**src/rtl/bx_pc_unit.sv**
```systemverilog
module bx_pc_unit #(
  parameter int W = 32
) (
  input  logic           clk,
  input  logic           rst_n,
  input  logic           issue,
  input  logic [31:0]    instr,
  input  logic           cond_pass,
  output logic [3:0]     tgt_idx,
  input  logic [W-1:0]   tgt_val,
  input  logic [3:0]     opnd_idx,
  input  logic [W-1:0]   opnd_val,
  output logic [W-1:0]   opnd_data,
  output logic [W-1:0]   opnd_addr,
  input  logic [W-1:0]   fetch_word,
  output logic [W/2-1:0] thumb_half,
  output logic [W-1:0]   pc,
  output logic           thumb,
  output logic           r15_warn
);
  localparam logic [3:0]  COND_AL = 4'hE;
  localparam logic [3:0]  PC_IDX  = 4'hF;
  localparam logic [19:0] XCHG_HI = 20'h12FFF;

  logic [W-1:0] pc_q;
  logic         t_q, warn_q;

  wire [W-1:0] isz     = t_q ? W'(2) : W'(4);
  wire [W-1:0] ahead   = isz << 1;
  wire         is_xchg = (instr[27:8] == XCHG_HI) && (instr[7:4] == 4'h1 || instr[7:4] == 4'h2);
  wire         runs    = (instr[31:28] == COND_AL) || cond_pass;
  wire         rm_pc   = (instr[3:0] == PC_IDX);
  wire [W-1:0] tgt     = rm_pc ? pc_q : tgt_val;

  always_ff @(posedge clk) begin
    if (!rst_n) begin
      pc_q   <= '0;
      t_q    <= 1'b0;
      warn_q <= 1'b0;
    end else if (issue) begin
      if (is_xchg && runs) begin
        t_q  <= tgt[0];
        pc_q <= tgt & ~W'(1);
        if (rm_pc) warn_q <= 1'b1;
      end else begin
        pc_q <= pc_q + isz;
      end
    end
  end

  assign tgt_idx    = instr[3:0];
  assign opnd_data  = (opnd_idx == PC_IDX) ? (pc_q & ~W'(1)) + ahead : opnd_val;
  assign opnd_addr  = (opnd_idx == PC_IDX) ? (pc_q & ~W'(3)) + ahead : opnd_val;
  assign thumb_half = pc_q[1] ? fetch_word[W-1:W/2] : fetch_word[W/2-1:0];
  assign pc         = pc_q;
  assign thumb      = t_q;
  assign r15_warn   = warn_q;
endmodule

```
**config.mk**
```make
export PLATFORM = sky130hd
export DESIGN_NAME = bx_pc_unit
export DESIGN_NICKNAME = d
export VERILOG_FILES = /design/src/rtl/bx_pc_unit.sv
export SDC_FILE = /design/constraint.sdc
export NUM_CORES = 1
export LEC_CHECK = 0
export ABC_AREA = 1
export BUFFER_PORTS_ARGS = -buffer_cell sky130_fd_sc_hd__buf_2
export CAP_MARGIN = 10
export CELL_PAD_IN_SITES_DETAIL_PLACEMENT = 1
export CELL_PAD_IN_SITES_GLOBAL_PLACEMENT = 2
export CORE_MARGIN = 2
export CORE_UTILIZATION = 18
export DETAILED_ROUTE_END_ITERATION = 16
export PLACE_DENSITY_LB_ADDON = 0.2
export SLEW_MARGIN = 20
export SYNTH_ARGS = -nofsm -noshare
export SYNTH_HDL_FRONTEND = slang
export SYNTH_SLANG_ARGS = --single-unit
```
**constraint.sdc**
```tcl
create_clock -name clk -period 2.09 [get_ports clk]
set_clock_uncertainty 0.2 [all_clocks]
set_input_delay 0.1045 -clock clk [delete_from_list [all_inputs] [get_ports clk]]
set_output_delay 0.1045 -clock clk [all_outputs]
set_load 0.02 [all_outputs]
```
## Word level (Yosys, flattened, before mapping)

Index checks and enable logic that the tools add are counted.

- Output and inout port bits: 118
- Logic and storage cells: 27
- Register bits after elaboration: 34
- Bits of input ports: 136

- Eq/ne operators: 7
- Mux-type cells: 6
- Add/subtract/negate cells: 3
- Reductions and logical operators: 7

Operator list:

| cell | number |
|---|---|
| 2-to-1 mux 32 bit | 4 |
| adder 32 x 4 -> 32 bit | 2 |
| adder 32 x 3 -> 32 bit | 1 |
| == test 20 x 17 -> 1 bit, second input constant | 1 |
| 2-to-1 mux 16 bit | 1 |
| == test 4 bit, second input constant | 3 |
| == test 4 x 1 -> 1 bit, second input constant | 1 |
| == test 4 x 2 -> 1 bit, second input constant | 1 |
| AND reduction 2 bit | 2 |
| 2-to-1 mux 3 bit | 1 |
| AND reduction 3 bit | 1 |
| logical AND 1 bit | 2 |
| logical OR 1 bit | 2 |
| inequality test 2 bit, second input constant | 1 |

## Logic depth before layout (Yosys ltp)

Gate-level depths: netlist of run 1.

- Depth in word-level cells: 6
- Mapped depth: 14
- Mapped depth without buffers: 14

## Worst setup path before layout of run 1

Ideal clock, no wire load.

- Path type: reg2out
- From: reg t_q (netlist: thumb)
- To: out opnd_data[26]
- Path slack: -0.626 ns
- Buffers on the path: 1
- Arrival: 2.411 ns
- Data required time: 1.786 ns
- Stages on the path, launching flop included: 11
- Cell sequence: dfxtp_1 ha_1 fa_1 inv_1 nor2_1 nand2_2 inv_1 nand2_1 xor2_1 o21ai_0 buf_4

- Cells in the longest elaborated chain, start to end: 3

Ends and longest elaborated chain:

| element | line | text |
|---|---|---|
| start: declaration | 26 | `logic t_q, warn_q;` |
| start signal: assignment | 42 | `t_q <= tgt[0];` |
| 2-to-1 mux 3 bit | 28 | `wire [W-1:0] isz = t_q ? W'(2) : W'(4);` |
| adder 32 x 4 -> 32 bit | 52 | `assign opnd_data = (opnd_idx == PC_IDX) ? (pc_q & ~W'(1)) + ahead : opnd_val;` |
| 2-to-1 mux 32 bit | 52 |  |
| end: declaration | 13 | `output logic [W-1:0] opnd_data,` |

Every way passes these cells.

## Worst setup path in the final report of run 1

- From: reg t_q (netlist: thumb)
- To: out opnd_addr[18]

- Cells in the longest elaborated chain, start to end: 3

Ends and longest elaborated chain:

| element | line | text |
|---|---|---|
| 2-to-1 mux 3 bit | 28 |  |
| adder 32 x 4 -> 32 bit | 53 | `assign opnd_addr = (opnd_idx == PC_IDX) ? (pc_q & ~W'(3)) + ahead : opnd_val;` |
| 2-to-1 mux 32 bit | 53 |  |
| end: declaration | 14 | `output logic [W-1:0] opnd_addr,` |

Every way passes these cells.

==> impl_metrics.json, run 1 <==
{
  "run_status": "finished, violations left",
  "violations": "hold timing, setup timing",
  "vias": 6102,
  "internal_power_mw": 1.674,
  "wirelength_um": 22270,
  "grt_max_degree": 44,
  "synth_common_cells": "nand2_1, nor2_1, inv_1, nand3_1, buf_4",
  "finalSetupViolCount": 70,
  "synth-seq-cells": 33,
  "ys.flop_type": "dfxtp_1",
  "critPathMaxFanout": 3,
  "timing.fmax_mhz": 403.1,
  "synth_nets": 946,
  "nets": 1271,
  "start_kind": "flop",
  "htree_levels": 2,
  "cts.path.max_buffers": 2,
  "cts_buffers": 5,
  "layout_setup_ws_ps": -390.8,
  "yosysUniqueCellTypes": 30,
  "hold_class": "input pin to flop",
  "syn_avg_cell_area_um2": 5.304,
  "gp_congestion": 0.8318,
  "synth.top_cell.area_share_pct": 26.14,
  "ant_nets": 0,
  "die_w_um": 157.9,
  "cp-end-kind": "primary output",
  "initial_core_util_pct": 18.28,
  "clkPwrFrac_pct": 28.1,
  "grt_overflow": 0,
  "clock_sinks": 33,
  "ios": 254,
  "drt_iter0_markers": 202,
  "powerDensity_nw_per_um2": 348.5,
  "synth_most_common_cell": "nand2_1",
  "crit_type": "flop to primary output",
  "yosys.area.top_type": "nand2_1",
  "switching_power_mw": 1.038,
  "asyncSetResetFlopFracSynth_pct": 0,
  "finalHoldViolCount": 1,
  "clk_pin_slew_ps": 60,
  "cts_tree": "built",
  "period_minus_slack_ps": 2481,
  "synth_edf_count": 0,
  "track_usage_pct": 17.21,
  "hpwl_um": 18710,
  "maxCapViolCount": 0,
  "synth_cells": 804,
  "reg2reg_slack_ps": -300,
  "diodes": 0,
  "final_cells": 1448,
  "die_area_um2": 24940,
  "ir_drop_v": 0.0002451,
  "synthToLayoutAreaGrowth_pct": 82.48,
  "hold_slack_ps": -0.3923,
  "root_buffer": "clkbuf_16",
  "numPortBuffers": 252,
  "nFillCells": 3062,
  "antenna_found_initial": 0,
  "core_um2": 23330,
  "wl_per_cell_um": 15.38,
  "netSwitchingFraction_pct": 38.28,
  "via_per_inst": 4.214,
  "yosysSeqAreaShare_pct": 15.49,
  "synth_area_leaders": "nand2_1, dfxtp_1, nor2_1",
  "grt_pass1_wl_um": 32910,
  "grt_pass1_vias": 6107,
  "clk_latency_ps": 290,
  "period_share_pct": 118.7,
  "cellLeakagePower_nw": 3.982,
  "slew_viol_final": 0,
  "die_y_um": 157.9,
  "rows": 56,
  "pwr-share-seq_pct": 26.8,
  "rsz0062_at_grt": "true",
  "drc": 0,
  "syn_area_um2": 4264,
  "drtPass1Iterations": 4,
  "combPwrFrac_pct": 45.1,
  "place_inst": 1411,
  "fin_util_pct": 33.35,
  "ys_warn_count": 0,
  "layout-drive-gt1-share_pct": 46.59,
  "arrival_ps": 2180,
  "required_ps": 1790
}
[cell families (layout without fill, tap and decap cells)]
logic type	count (synthesis)	count (layout)	share of synthesized area, %
buf+inv	143	468	16.64
fa+ha+maj	6	6	2.113
xor+xnor	27	27	5.546
flops	33	33	15.49
compound gates	51	51	6.338
simple gates	543	543	53.79
other cells	1	1	0.08794
[final cells by class]
cell class	instances	area, um2	area share [%]
Multi-Input combinational cell	628	3562	45.78
Clock buffer	7	142.6	1.833
Sequential cell	33	676.9	8.699
Timing Repair Buffer	384	2693	34.60
Inverter	77	307.8	3.956
Tap cell	319	399.1	5.129
[timing repair]
item / CTS / global route
hold endpoints to repair: 8 / 0
hold buffers: 8 / 0
buffers inserted: 11 / 14
pin swaps: 45 / 50
setup endpoints to repair: 84 / 86
resized for setup: 152 / 99
[power by group through the flow]
stage	Clock, mW	Sequential (mW)	Combinational [mW]
floorplan	0	0.778	0.575
global placement	0	0.735	1.04
detailed placement	0	0.735	1.05
CTS	0.788	0.724	1.16
global route	0.812	0.730	1.34
finish	0.763	0.726	1.22
[cells in the final DEF, fill, tap and decap left out, types with 6 or more instances in the layout]
cell	Yosys	layout
a31oi_4	0	6
buf_2	6	198
buf_4	44	109
buf_6	0	66
dfxtp_1	33	24
dfxtp_2	0	7
dlygate4sd3_1	0	8
inv_1	73	63
inv_2	3	9
nand2_1	297	272
nand2_2	8	23
nand2_4	0	9
nand3_1	46	35
nand3_2	1	9
nand4_1	35	35
nor2_1	139	124
nor2_2	4	10
nor2_4	8	17
o21ai_0	28	7
o21ai_1	4	7
o21ai_2	0	16
xor2_1	26	18
xor2_2	0	7
[worst paths after layout]
kind | cells past startpoint | start | end
setup / recovery | 11 | thumb$_SDFFE_PN0P_ | opnd_addr[18]
hold reg to reg | 2 | r15_warn$_SDFFE_PN0P_ | r15_warn$_SDFFE_PN0P_
setup reg to reg | 15 | thumb$_SDFFE_PN0P_ | pc[19]$_SDFFE_PN0P_
hold / removal | 5 | tgt_val[26] | pc[26]$_SDFFE_PN0P_
[sequential cells by signal (all words and copies together) (netlist names)]
signal    count
thumb         1
r15_warn      1
pc           31
[per-stage QoR]
stage	TNS [ps]	hold slack, ps	cell area, um2	setup slack [ps]	total power, mW
after CTS	-19410	5.795	7272	-396.6	2.674
after global placement	-6231	215.4	6457	-165.5	1.780
after detailed placement	-8228	218.4	6457	-205.0	1.786
after floorplan	-1191	26.28	4441	-119.1	1.353
after global routing	-29840	29.30	7781	-507.6	2.883
final	-21590	-0.3923	7781	-390.8	2.712
[metal layers]
metal	vias to the layer above	wire length [um]	track usage (%)	share of wire, %
li1	3117	-	-	-
met1	2771	10260	22.87	46
met2	205	10460	30.02	47
met3	9	1363	2.409	6.1
met4	0	186	2.597	0.84
met5	-	0	0	0
[critical path, cell delays in order, from the launching register on]
cell	delay, ps
dfxtp_4	350
buf_6	110
ha_4	160
fa_2	390
inv_2	100
nor2_4	50
nand2_4	80
buf_6	130
nor2_4	40
xor2_2	150
o21ai_2	190
buf_6	140
(Power assumes the default switching activity.)
==> inputs of run 2 (changes only) <==
--- a/config.mk
+++ b/config.mk
@@ -12,6 +12,7 @@
 export CELL_PAD_IN_SITES_GLOBAL_PLACEMENT = 2
 export CORE_MARGIN = 2
 export CORE_UTILIZATION = 18
+export CTS_BUF_LIST = sky130_fd_sc_hd__clkbuf_16
 export DETAILED_ROUTE_END_ITERATION = 16
 export PLACE_DENSITY_LB_ADDON = 0.2
 export SLEW_MARGIN = 20
==> impl_metrics.json, run 2 (same netlist as run 1, synthesis figures left out) <==
{
  "run_status": "finished, violations left",
  "violations": "hold timing, setup timing",
  "ant_nets": 0,
  "diodes": 0,
  "gp_congestion": 0.8318,
  "largest_register_ffs": 31,
  "drtPass1Iterations": 4,
  "required_ps": 1790,
  "multi_input_area_um2": 3562,
  "slew_viol_final": 0,
  "fin_area_um2": 7771,
  "fin_util_pct": 33.31,
  "die_y_um": 157.9,
  "reg2reg_slack_ps": -310,
  "netSwitchingFraction_pct": 38.86,
  "nFillCells": 3063,
  "hold_class": "input pin to flop",
  "grt_overflow": 0,
  "layout_setup_ws_ps": -395.7,
  "cellLeakagePower_nw": 3.981,
  "cts_tree": "built",
  "wl_per_cell_um": 15.38,
  "wirelength_um": 22270,
  "rsz0062_at_grt": "true",
  "crit_type": "flop to primary output",
  "track_usage_pct": 17.21,
  "grt_pass1_vias": 6107,
  "finalPower_mw": 2.669,
  "powerDensity_nw_per_um2": 343.5,
  "internal_power_mw": 1.632,
  "nets": 1271,
  "placed_area_um2": 6457,
  "cp-end-kind": "primary output",
  "antenna_found_initial": 0,
  "drt_iter0_markers": 206,
  "arrival_ps": 2180,
  "critPathMaxFanout": 4,
  "combPwrFrac_pct": 45.8,
  "die_w_um": 157.9,
  "switching_power_mw": 1.037,
  "cts_buffers": 5,
  "initial_core_util_pct": 18.28,
  "core_um2": 23330,
  "synthToLayoutAreaGrowth_pct": 82.25,
  "preCtsSetupSlack_ps": -205.0,
  "rows": 56,
  "ir_drop_v": 0.0002448,
  "die_area_um2": 24940,
  "grt_pass1_wl_um": 32910,
  "via_per_inst": 4.206,
  "htree_levels": 2,
  "finalHoldViolCount": 1,
  "finalSetupViolCount": 70,
  "vias": 6090,
  "root_buffer": "clkbuf_16",
  "final_cell_mix": "nand2_1, buf_2, nor2_1, buf_4, buf_6",
  "numPortBuffers": 252,
  "grt_max_degree": 44,
  "seq_area_um2": 676.9,
  "maxCapViolCount": 0,
  "clk_latency_ps": 280,
  "pwr-share-seq_pct": 27.2,
  "cts.path.max_buffers": 2,
  "period_minus_slack_ps": 2486,
  "period_share_pct": 118.9,
  "clk_pin_slew_ps": 60,
  "hpwl_um": 18710,
  "ios": 254,
  "final_common_cell": "nand2_1",
  "start_kind": "flop",
  "hold_slack_ps": -0.1673,
  "clock_sinks": 33,
  "drc": 0,
  "clkPwrFrac_pct": 27.0,
  "timing.fmax_mhz": 402.3,
  "layout-drive-gt1-share_pct": 46.50
}
[run 2: cell count changes in the layout (fill, tap and decap cells not counted), sizes merged]
cell / before / now
clkbuf: 7 / 5
inv: 76 / 77
clkinv: 0 / 1
[run 2: final timing paths]
check / endpoint / cells after the start / start
min: pc[26]$_SDFFE_PN0P_ / 5 / tgt_val[26]
max: opnd_data[13] / 12 / thumb$_SDFFE_PN0P_
min reg2reg: r15_warn$_SDFFE_PN0P_ / 2 / r15_warn$_SDFFE_PN0P_
max reg2reg: pc[19]$_SDFFE_PN0P_ / 15 / thumb$_SDFFE_PN0P_
[run 2: worst max-delay path: stages, from the launching register on]
cell and delay (ps):
dfxtp_4 360, inv_2 50, ha_4 260, nand2_2 60
a21oi_4 220, buf_6 130, inv_1 50, nor2_1 100
buf_4 150, xor2_1 160, buf_4 160, o21ai_4 60
buf_6 140
[run 2: per-layer routing]
| layer | GRT usage [%] | share of wire (%) | vias to the layer above | routed length [um] |
|---|---|---|---|---|
| li1 | - | - | 3116 | - |
| met1 | 22.87 | 46 | 2757 | 10310 |
| met2 | 30.02 | 47 | 208 | 10460 |
| met3 | 2.409 | 5.9 | 9 | 1307 |
| met4 | 2.597 | 0.83 | 0 | 185 |
| met5 | 0 | 0 | - | 0 |
[run 2: timing repair]
item / CTS / global route
pin swaps: 45 / 50
setup endpoints to repair: 84 / 86
resized for setup: 152 / 99
buffers inserted: 11 / 14
gates cloned: 0 / 0
hold buffers: 8 / 0
hold endpoints to repair: 8 / 0
[run 2: per-stage QoR]
stage / std cells / hold WS (ps) / TNS [ps]
2_1_floorplan: 804 / 26.28 / -1191
3_3_place_gp: 1411 / 215.4 / -6231
3_5_place_dp: 1411 / 218.4 / -8228
4_1_cts: 1436 / 5.795 / -19360
5_1_grt: 1448 / 29.30 / -29850
6_report: 1448 / -0.1673 / -21580
[run 2: cell type report]
cell class | count | area share, %
Clock buffer | 5 | 1.610
Clock inverter | 2 | 0.09660
Sequential cell | 33 | 8.710
Multi-Input combinational cell | 628 | 45.84
Inverter | 77 | 3.961
Tap cell | 319 | 5.136
Timing Repair Buffer | 384 | 34.65
[run 2: power by group through the flow]
stage	sequential [mW]	combinational, mW	clock [mW]
after floorplan	0.778	0.575	0
after global placement	0.735	1.04	0
after detailed placement	0.735	1.05	0
after CTS	0.724	1.16	0.744
after global routing	0.730	1.34	0.769
final	0.726	1.22	0.720
==> inputs of run 3 (changes only) <==
--- a/config.mk
+++ b/config.mk
@@ -14,7 +14,7 @@
 export CORE_UTILIZATION = 18
 export CTS_BUF_LIST = sky130_fd_sc_hd__clkbuf_16
 export DETAILED_ROUTE_END_ITERATION = 16
-export PLACE_DENSITY_LB_ADDON = 0.2
+export PLACE_DENSITY = 0.8
 export SLEW_MARGIN = 20
 export SYNTH_ARGS = -nofsm -noshare
 export SYNTH_HDL_FRONTEND = slang
==> impl_metrics.json, run 3 (same netlist as run 1, synthesis figures left out) <==
{
  "cts_buffers": 5,
  "rows": 56,
  "core_um2": 23330,
  "vias": 6295,
  "cp-end-kind": "primary output",
  "combPwrFrac_pct": 46.2,
  "rsz0062_at_grt": "true",
  "htree_levels": 2,
  "powerDensity_nw_per_um2": 345.9,
  "hold_slack_ps": -5.418,
  "cellLeakagePower_nw": 3.962,
  "finalHoldViolCount": 2,
  "pwr-share-seq_pct": 26.5,
  "cts_tree": "built",
  "drc": 0,
  "layout_setup_ws_ps": -424.6,
  "arrival_ps": 2210,
  "drt_iter0_markers": 262,
  "fin_area_um2": 7834,
  "grt_overflow": 0,
  "internal_power_mw": 1.632,
  "root_buffer": "clkbuf_16",
  "maxCapViolCount": 0,
  "clk_pin_slew_ps": 60,
  "clk_latency_ps": 290,
  "die_y_um": 157.9,
  "netSwitchingFraction_pct": 39.77,
  "die_area_um2": 24940,
  "initial_core_util_pct": 18.28,
  "placed_area_um2": 6390,
  "required_ps": 1790,
  "place_inst": 1402,
  "crit_type": "flop to primary output",
  "period_minus_slack_ps": 2515,
  "period_share_pct": 120.3,
  "slew_viol_final": 0,
  "wl_per_cell_um": 16.20,
  "finalPower_mw": 2.710,
  "switching_power_mw": 1.078,
  "ir_drop_v": 0.0003109,
  "final_cell_mix": "nand2_1, buf_2, nor2_1, buf_4, buf_6",
  "critical_path.most_common_cell": "buf_6",
  "wirelength_um": 23400,
  "clock_sinks": 33,
  "preCtsSetupSlack_ps": -217.5,
  "crit_buf_inv": 5,
  "numPortBuffers": 252,
  "cts.path.max_buffers": 2,
  "path_cells": "buf_6, ha_4, fa_2, inv_2, buf_4, buf_6, nor3_4, xor2_2, o21ai_2, buf_6",
  "hold_class": "input pin to flop",
  "ios": 254,
  "crit_family": "buffers and inverters",
  "finalSetupViolCount": 70,
  "ant_nets": 0,
  "via_per_inst": 4.359,
  "largest_register_ffs": 31,
  "final_cells": 1444,
  "start_kind": "flop",
  "antenna_found_initial": 7,
  "grt_pass1_vias": 6232,
  "hpwl_um": 18580,
  "grt_pass1_wl_um": 33950,
  "violations": "hold timing, setup timing",
  "gp_congestion": 0.8668,
  "drtPass1Iterations": 7,
  "run_status": "finished, violations left",
  "final_common_cell": "nand2_1",
  "track_usage_pct": 17.59,
  "timing.fmax_mhz": 397.7,
  "critPathMaxFanout": 3,
  "layout-drive-gt1-share_pct": 47.50,
  "die_w_um": 157.9,
  "grt_max_degree": 45,
  "nets": 1261,
  "worst_path_max_delay_cell": "fa_2",
  "synthToLayoutAreaGrowth_pct": 83.71,
  "cpPeakStageDelay_ps": 390,
  "clkPwrFrac_pct": 27.3
}
==> run 3: repair_timing <==
item,CTS,global route
resized for setup,158,128
setup buffers,13,16
setup endpoints to repair,86,103
hold buffers,4,0
pin swaps,40,78
hold endpoints to repair,4,0
==> run 3: power groups by stage <==
| stage | logic [mW] | registers, mW | clock network [mW] |
|---|---|---|---|
| 2_1_floorplan | 0.575 | 0.778 | 0 |
| 6_report | 1.25 | 0.719 | 0.739 |
| 5_1_grt | 1.36 | 0.723 | 0.775 |
| 3_5_place_dp | 1.05 | 0.727 | 0 |
| 3_3_place_gp | 1.04 | 0.726 | 0 |
| 4_1_cts | 1.17 | 0.715 | 0.752 |
==> run 3: cell type report <==
cell class / count / area, um2
clock buffers: 5 / 125.1
diodes: 5 / 12.51
repair buffers: 374 / 2651
well taps: 319 / 399.1
fillers: 3064 / 15500
inverters: 77 / 302.8
flip-flops and latches: 33 / 671.9
clock inverters: 3 / 11.26
multi-input cells: 628 / 3660
==> run 3: path summary, 6_finish.rpt <==
check,slack [ps],end,from,cells after the start
max reg2reg,-350,pc[13]$_SDFFE_PN0P_,thumb$_SDFFE_PN0P_,16
min,-5,pc[3]$_SDFFE_PN0P_,tgt_val[3],5
max,-420,opnd_addr[20],thumb$_SDFFE_PN0P_,10
min reg2reg,260,r15_warn$_SDFFE_PN0P_,r15_warn$_SDFFE_PN0P_,2
==> run 3: per-layer routing <==
metal / routed length, um / vias to the layer above / GRT usage [%]
li1: - / 3102 / -
met1: 9590 / 2913 / 21.39
met2: 11820 / 251 / 31.59
met3: 1645 / 23 / 3.203
met4: 316 / 6 / 4.805
met5: 28 / - / 0
==> run 3: through the flow <==
stage / setup TNS, ps / utilization, % / hold WS, ps
floorplan: -1191 / - / 26.28
global placement: -5919 / 27.39 / 213.8
detailed placement: -8111 / 27.39 / 222.3
CTS: -19770 / 30.90 / 3.609
global route: -27100 / 33.53 / 52.25
finish: -20750 / 33.57 / -5.418
==> run 3: worst min-delay path, delay by kind of cell <==
kind / cells / cell delay, ps
buf+inv: 1 / 100
compound gates: 1 / 60
simple gates: 3 / 170
